<file path="src/rtl/mem_arb_pkg.sv">
package mem_arb_pkg;
  localparam int unsigned NUM_SRC = 3;
  localparam int unsigned SRC_IC  = 0;
  localparam int unsigned SRC_DC  = 1;
  localparam int unsigned SRC_WB  = 2;

  typedef logic [NUM_SRC-1:0] src_vec_t;

  typedef enum logic {
    ARB_IDLE = 1'b0,
    ARB_BUSY = 1'b1
  } arb_state_e;

  // State-dependent ranking: full store buffer, then reads (alternating), then drain.
  function automatic src_vec_t arb_choose(input src_vec_t elig,
                                          input logic     wb_full,
                                          input logic     dc_was_last);
    src_vec_t win;
    win = '0;
    if (elig[SRC_WB] && wb_full) begin
      win[SRC_WB] = 1'b1;
    end else if (elig[SRC_IC] && elig[SRC_DC]) begin
      if (dc_was_last) win[SRC_IC] = 1'b1;
      else             win[SRC_DC] = 1'b1;
    end else if (elig[SRC_IC]) begin
      win[SRC_IC] = 1'b1;
    end else if (elig[SRC_DC]) begin
      win[SRC_DC] = 1'b1;
    end else if (elig[SRC_WB]) begin
      win[SRC_WB] = 1'b1;
    end
    return win;
  endfunction

  function automatic logic is_read_src(input src_vec_t g);
    return g[SRC_IC] | g[SRC_DC];
  endfunction
endpackage

</file>
<file path="src/rtl/arb_rearm.sv">
module arb_rearm #(
  parameter int unsigned N = 3
) (
  input  logic         clk,
  input  logic         rst_n,
  input  logic [N-1:0] req,
  input  logic [N-1:0] done,
  output logic [N-1:0] armed
);
  for (genvar i = 0; i < N; i++) begin : g_src
    always_ff @(posedge clk or negedge rst_n) begin
      if (!rst_n)       armed[i] <= 1'b1;
      else if (!req[i]) armed[i] <= 1'b1;
      else if (done[i]) armed[i] <= 1'b0;
    end
  end
endmodule

</file>
<file path="src/rtl/arb_pick.sv">
module arb_pick
  import mem_arb_pkg::*;
(
  input  src_vec_t elig,
  input  logic     wb_full,
  input  logic     dc_was_last,
  output src_vec_t choice
);
  always_comb choice = arb_choose(elig, wb_full, dc_was_last);
endmodule

</file>
<file path="src/rtl/arb_hold.sv">
module arb_hold
  import mem_arb_pkg::*;
(
  input  logic     clk,
  input  logic     rst_n,
  input  src_vec_t choice,
  input  logic     ctl_done,
  output src_vec_t gnt,
  output logic     dc_was_last
);
  arb_state_e state_q;
  src_vec_t   gnt_q;
  logic       dc_last_q;
  logic       launch;

  assign launch = (state_q == ARB_IDLE) && (choice != '0);

  always_ff @(posedge clk or negedge rst_n) begin
    if (!rst_n) begin
      state_q   <= ARB_IDLE;
      gnt_q     <= '0;
      dc_last_q <= 1'b1;
    end else begin
      case (state_q)
        ARB_IDLE: if (launch) begin
          state_q <= ARB_BUSY;
          gnt_q   <= choice;
          if (is_read_src(choice)) dc_last_q <= choice[SRC_DC];
        end
        ARB_BUSY: if (ctl_done) begin
          state_q <= ARB_IDLE;
          gnt_q   <= '0;
        end
        default: begin
          state_q <= ARB_IDLE;
          gnt_q   <= '0;
        end
      endcase
    end
  end

  assign gnt         = gnt_q;
  assign dc_was_last = dc_last_q;
endmodule

</file>
<file path="src/rtl/arb_route.sv">
module arb_route
  import mem_arb_pkg::*;
#(
  parameter int unsigned ADDR_W = 23,
  parameter int unsigned DATA_W = 32
) (
  input  src_vec_t          gnt,
  input  logic              ctl_done,
  input  logic [ADDR_W-1:0] ic_addr,
  input  logic [ADDR_W-1:0] dc_addr,
  input  logic [ADDR_W-1:0] wb_addr,
  input  logic [DATA_W-1:0] wb_wdata,
  output logic              ctl_req,
  output logic              ctl_we,
  output logic [ADDR_W-1:0] ctl_addr,
  output logic [DATA_W-1:0] ctl_wdata,
  output src_vec_t          done_vec
);
  logic [ADDR_W-1:0] addr_tab [NUM_SRC];

  always_comb begin
    addr_tab[SRC_IC] = ic_addr;
    addr_tab[SRC_DC] = dc_addr;
    addr_tab[SRC_WB] = wb_addr;
  end

  always_comb begin
    ctl_addr = '0;
    for (int i = 0; i < NUM_SRC; i++) begin
      ctl_addr = ctl_addr | (addr_tab[i] & {ADDR_W{gnt[i]}});
    end
  end

  assign ctl_req   = |gnt;
  assign ctl_we    = gnt[SRC_WB];
  assign ctl_wdata = wb_wdata & {DATA_W{gnt[SRC_WB]}};
  assign done_vec  = gnt & {NUM_SRC{ctl_done}};
endmodule

</file>
<file path="src/rtl/mem_arb3.sv">
module mem_arb3
  import mem_arb_pkg::*;
#(
  parameter int unsigned ADDR_W = 23,
  parameter int unsigned DATA_W = 32
) (
  input  logic              clk,
  input  logic              rst_n,
  input  logic              ic_req,
  input  logic [ADDR_W-1:0] ic_addr,
  output logic              ic_gnt,
  output logic              ic_done,
  input  logic              dc_req,
  input  logic [ADDR_W-1:0] dc_addr,
  output logic              dc_gnt,
  output logic              dc_done,
  input  logic              wb_req,
  input  logic              wb_full,
  input  logic [ADDR_W-1:0] wb_addr,
  input  logic [DATA_W-1:0] wb_wdata,
  output logic              wb_gnt,
  output logic              wb_done,
  output logic              ctl_req,
  output logic              ctl_we,
  output logic [ADDR_W-1:0] ctl_addr,
  output logic [DATA_W-1:0] ctl_wdata,
  input  logic              ctl_done
);
  // Named internal events, also observed by the bound checker
  src_vec_t req_vec;
  src_vec_t armed;
  src_vec_t elig;
  src_vec_t choice;
  src_vec_t gnt_vec;
  src_vec_t done_vec;
  logic     dc_was_last;

  always_comb begin
    req_vec         = '0;
    req_vec[SRC_IC] = ic_req;
    req_vec[SRC_DC] = dc_req;
    req_vec[SRC_WB] = wb_req;
  end

  assign elig = req_vec & armed;

  arb_rearm #(.N(NUM_SRC)) u_rearm (
    .clk   (clk),
    .rst_n (rst_n),
    .req   (req_vec),
    .done  (done_vec),
    .armed (armed)
  );

  arb_pick u_pick (
    .elig        (elig),
    .wb_full     (wb_full),
    .dc_was_last (dc_was_last),
    .choice      (choice)
  );

  arb_hold u_hold (
    .clk         (clk),
    .rst_n       (rst_n),
    .choice      (choice),
    .ctl_done    (ctl_done),
    .gnt         (gnt_vec),
    .dc_was_last (dc_was_last)
  );

  arb_route #(.ADDR_W(ADDR_W), .DATA_W(DATA_W)) u_route (
    .gnt       (gnt_vec),
    .ctl_done  (ctl_done),
    .ic_addr   (ic_addr),
    .dc_addr   (dc_addr),
    .wb_addr   (wb_addr),
    .wb_wdata  (wb_wdata),
    .ctl_req   (ctl_req),
    .ctl_we    (ctl_we),
    .ctl_addr  (ctl_addr),
    .ctl_wdata (ctl_wdata),
    .done_vec  (done_vec)
  );

  assign ic_gnt  = gnt_vec[SRC_IC];
  assign dc_gnt  = gnt_vec[SRC_DC];
  assign wb_gnt  = gnt_vec[SRC_WB];
  assign ic_done = done_vec[SRC_IC];
  assign dc_done = done_vec[SRC_DC];
  assign wb_done = done_vec[SRC_WB];
endmodule

</file>
<file path="config.mk">
export PLATFORM = sky130hd
export DESIGN_NAME = mem_arb3
export DESIGN_NICKNAME = d
export VERILOG_FILES = /design/src/rtl/mem_arb_pkg.sv /design/src/rtl/arb_rearm.sv /design/src/rtl/arb_pick.sv /design/src/rtl/arb_hold.sv /design/src/rtl/arb_route.sv /design/src/rtl/mem_arb3.sv
export SDC_FILE = /design/constraint.sdc
export NUM_CORES = 1
export LEC_CHECK = 0
export BUFFER_PORTS_ARGS = -buffer_cell sky130_fd_sc_hd__buf_2
export CORE_AREA = 2 2 67 69
export CTS_CLUSTER_DIAMETER = 40
export CTS_CLUSTER_SIZE = 28
export DETAILED_ROUTE_END_ITERATION = 8
export DIE_AREA = 0 0 69 71
export HOLD_SLACK_MARGIN = 0.03
export MAX_ROUTING_LAYER = met4
export PLACE_DENSITY = 0.76
export SLEW_MARGIN = 5
export SYNTH_ARGS = -nofsm -noshare
export SYNTH_HDL_FRONTEND = slang
export SYNTH_SLANG_ARGS = --single-unit
</file>
<file path="constraint.sdc">
create_clock -name clk -period 1.15 [get_ports clk]
set_clock_uncertainty 0.1 [all_clocks]
set_input_delay 0.0575 -clock clk [delete_from_list [all_inputs] [get_ports clk]]
set_output_delay 0.0575 -clock clk [all_outputs]
set_load 0.02 [all_outputs]
</file>
Word-level counts from Yosys, hierarchy flattened
Cells that the tools add are included.

Bits in registers: 8. Latch bits: 0. Bits in writable memories: 0. Bits in read-only memories: 0. Memories kept: 0.

Add/subtract/negate cells: 0. Multiply operators: 0. Div/mod/pow operators: 0. Magnitude comparators: 0. Eq/ne operators: 5. Shift operators: 0. Muxes and demuxes: 23. Bitwise operators: 10. Reduce and logical (&&, ||, !) cells: 7.

Operator list (number): $and A23 B23 Y23 (3); $or A23 B23 Y23 (2); $and A32 B32 Y32 (1); $mux W1 (16); $ne A2 B1 Y1 const B (4); $and A3 B3 Y3 (2); $mux W2 (3); $mux W3 (2); $pmux W3 S2 (1); $logic_and A1 B1 Y1 (3); $reduce_and A3 Y1 (1); $reduce_bool A3 Y1 (1); $reduce_or A3 Y1 (1); $ne A2 B2 Y1 const B (1); $pmux W1 S2 (1); $reduce_and A2 Y1 (1); $not A1 Y1 (1); $or A1 B1 Y1 (1).

Longest topological paths before layout
Word-level depth: 10. Depth in mapped cells: 4.

Hierarchy
A second synthesis with hierarchy kept.

Cell total of the unflattened synthesis: 136. Area total of the unflattened synthesis: 1074.8 sq um.

Modules (own cells, without submodules): arb_route (instances 1, cells each 95, area each 659.4 sq um); arb_hold (instances 1, cells each 22, area each 242.7 sq um); arb_rearm (instances 1, cells each 9, area each 116.4 sq um); arb_pick (instances 1, cells each 7, area each 37.5 sq um); mem_arb3 (instances 1, cells each 3, area each 18.8 sq um).

Worst setup path before layout
Ideal clock, no wire load.

Path kind: reg-to-output. Start: reg u_hold.gnt_q[0], in the netlist u_hold.gnt[0]. End: out ctl_addr[12]. Arrival: 1.171 ns. Required time: 0.993 ns. Slack: -0.179 ns. Cell stages (with the launch flop): 5. Path buffers: 2. Cells stage by stage: dfrtp_1 > buf_6 > buf_6 > a222oi_1 > inv_1.

Longest elaborated chain between the ends: 3.

RTL lines: start: declaration (RTL line arb_hold.sv:12) `src_vec_t gnt_q;`; start signal: assignment (RTL line arb_hold.sv:27) `gnt_q <= choice;`; $and A23 B23 Y23 (RTL line arb_route.sv:30) `ctl_addr = ctl_addr | (addr_tab[i] & {ADDR_W{gnt[i]}});`; $or A23 B23 Y23 (2 in series) (RTL line arb_route.sv:30); end: declaration (RTL line mem_arb3.sv:25) `output logic [ADDR_W-1:0] ctl_addr,`.

No other way between the ends.

Worst setup path after layout
Start: reg u_hold.gnt_q[0], in the netlist u_hold.gnt[0]. End: out ctl_addr[2].

Same word-level chain as after synthesis.

==> results.toml <==
[finish]
n_antenna_cell = 0
layout-drive-gt1-share_pct = 77.1
final_net_count = 423
final_util_pct = 61.2
areaGrowthSynthToFinish_pct = 152
final-instance-count-excl-fill = 366

[setup_path]
path_class = "flip-flop to output port"
cp-start-kind = "flip-flop"
critical_path_arrival_ns = 1.53
cp_max_fo = 6
crit_required_ns = 0.99
reg2reg_slack_ns = -0.21
crit_path_end_kind = "output port"

[yosys]
synthDominantCellAreaShare_pct = 22.5
syn_nets = 236
yosysTopAreaCell = "a222oi_1"
ys_warn_count = 0
synth-edff-count = 0
synth_most_common_cell = "and2_1"
synth_area_leaders = "a222oi_1 23%, and2_1 21%, dfstp_2 10%"
postSynthAreaPerCell_sq_um = 7.98
synthFlopType = "dfstp_2"
synth_common_cells = "34 x and2_1, 28 x inv_1, 23 x a222oi_1, 7 x buf_6"
synth-seq-cells = 8
ys_async_sr_fraction_pct = 100
synth.distinct_cells = 24
synth-seq-area-share_pct = 20.1
syn_area_sq_um = 1020
synthCells = 128

[clock_tree]
clk_path_buf_depth = 2
cts_tree = "done"
path_clk_slew_ns = 0.05
htreeDepth = 1
clock_latency_ns = 0.23
cts_sinks = 8
numCtsBuffers = 3
root_buffer = "clkbuf_8"

[floorplan]
initial_core_util_pct = 24.3
rows = 24
core_area_sq_um = 4200
ios = 171
die_x_um = 69
die_area_sq_um = 4900
die_h_um = 71

[detailed_routing]
dr_total_vias = 1794
wirelength_um = 6120
drtAntennaViolNets = 0
vias_per_cell = 4.90
first_pass_iters = 5
route.detailed.drc = 0
wl_per_cell_um = 16.7
first_iter_violations = 154

[flow_run]
maxCapViolCount = 0

[sta]
setup_violations = 68
fin_crit_sh_pct = 146
fin_crit_ns = 1.68
clock.fmax_ghz = 0.594
grt_setup_unrepaired = "true"
max_slew_margin_pct = 75.6
tns_ns = -19.97
tightest_slew_ns = 0.366
layout_setup_ws_ns = -0.533
hold_viol = 0
hold-worst-slack_ns = 0.0811
slew_violations = 0

[global_route]
grt_pass1_wl_um = 7330
grt_usage_pct = 18.3
gr-total-overflow = 0
grt_pass1_vias = 1571
antenna_found_initial = 0
grt_start_max_net_pins = 39

[placement]
gp_congestion = 0.852
port_buffers = 170
dp_cells = 340
hpwl_um = 3500

[pwr]
vdd_drop_max_mv = 0.830
power_mw = 2.64
p_leak_nw = 1.56
p_per_area_nw_per_um2 = 1030

[hold_path]
worst_hold_path_type = "primary input to flip-flop"

[run_status]
outcome = "finished, violations left"
failed_checks = "setup timing"
[final timing paths]
| path | to | from | depth (start not counted) |
|---|---|---|---|
| min in group asynchronous | u_hold.gnt[0] | rst_n | 2 |
| worst min register to register | u_rearm.armed[2] | u_rearm.armed[2] | 2 |
| worst min-delay path | u_rearm.armed[2] | ctl_done | 3 |
| worst max-delay path | ctl_addr[2] | u_hold.gnt[0] | 4 |
| max in group asynchronous | u_hold.dc_was_last | rst_n | 2 |
| worst max register to register | u_hold.gnt[2] | u_hold.gnt[2] | 5 |
[registers in the layout, indices dropped and copies added (netlist names)]
signal / flops
u_hold.dc_was_last: 1
u_rearm.armed: 3
u_hold.gnt: 3
u_hold.state_q: 1
[area by class of cell]
cell class	count	area, sq um
Clock buffer	4	45.0
Fill cell	372	1630
Inverter	28	105
Multi-Input combinational cell	79	719
Sequential cell	8	214
Tap cell	52	65.1
Timing Repair Buffer	195	1420
[through the flow]
| step | instance area (sq um) | setup slack [ns] |
|---|---|---|
| finish | 2570 | -0.533 |
| global route | 2570 | -0.542 |
| detailed placement | 1880 | -0.236 |
| global placement | 1880 | -0.217 |
| CTS | 2070 | -0.469 |
| floorplan | 1030 | -0.156 |
[critical path: stages (launching register included)]
cell and delay [ns]:
dfrtp_4 0.48, buf_4 0.17, a222oi_1 0.39, inv_1 0.08, buf_2 0.17
[where the power goes]
group / internal [mW] / switching [mW]
Combinational: 0.964 / 0.908
Clock: 0.241 / 0.125
Sequential: 0.345 / 0.0599
Total: 1.55 / 1.09
[kinds of logic after synthesis]
logic type             Yosys count  share of synthesized area, %
flip-flops                       8                          20.1
multiplexers                     1                         0.980
AO/OA/AOI/OAI                   35                          31.0
AND/OR/NAND/NOR                 43                          26.6
buffers and inverters           41                          21.3
[metal layers]
layer	vias to the layer above	global-route usage (%)	wire (um)
met2	84	32.6	3420
met4	0	3.70	80
met3	6	2.56	342
met5	-	-	0
li1	836	-	-
met1	868	22.1	2280
[timing repair]
item                                    in CTS  in global routing
buffers inserted                             6                  5
resized for setup                           16                114
pin swaps                                   12                 15
endpoints found under the setup margin      69                 69
hold buffers                                 4                  0
hold endpoints to repair                    11                  0
gates cloned                                 0                  7
[cell usage in the layout (no fill, tap or decap)]
cell type      Yosys  routed
a211oi_1           1       1
o2bb2a_2           0       1
and2_4             0      32
clkbuf_8           0       3
o21ai_2            0       1
o22ai_2            0       1
dfrtp_2            0       1
inv_1             28      28
dfrtp_4            0       2
buf_4              2       3
a21o_1             4       4
clkbuf_16          0       3
dlygate4sd3_1      0       4
a222oi_1          23      23
dfstp_2            4       4
and3_4             0       2
buf_6              7      48
o21ai_1            0       2
o2bb2ai_1          1       1
nor4_4             0       1
nand2_1            2       2
and2_1            34       2
buf_2              3     133
buf_12             0       4
clkbuf_1           1       1
dfrtp_1            4       1
a22o_4             0       1
or3_1              1       1
nand4b_1           1       1
mux2i_1            1       1
and2_2             1       1
nor2_2             0       1
Power figures use the tool's default switching activity.
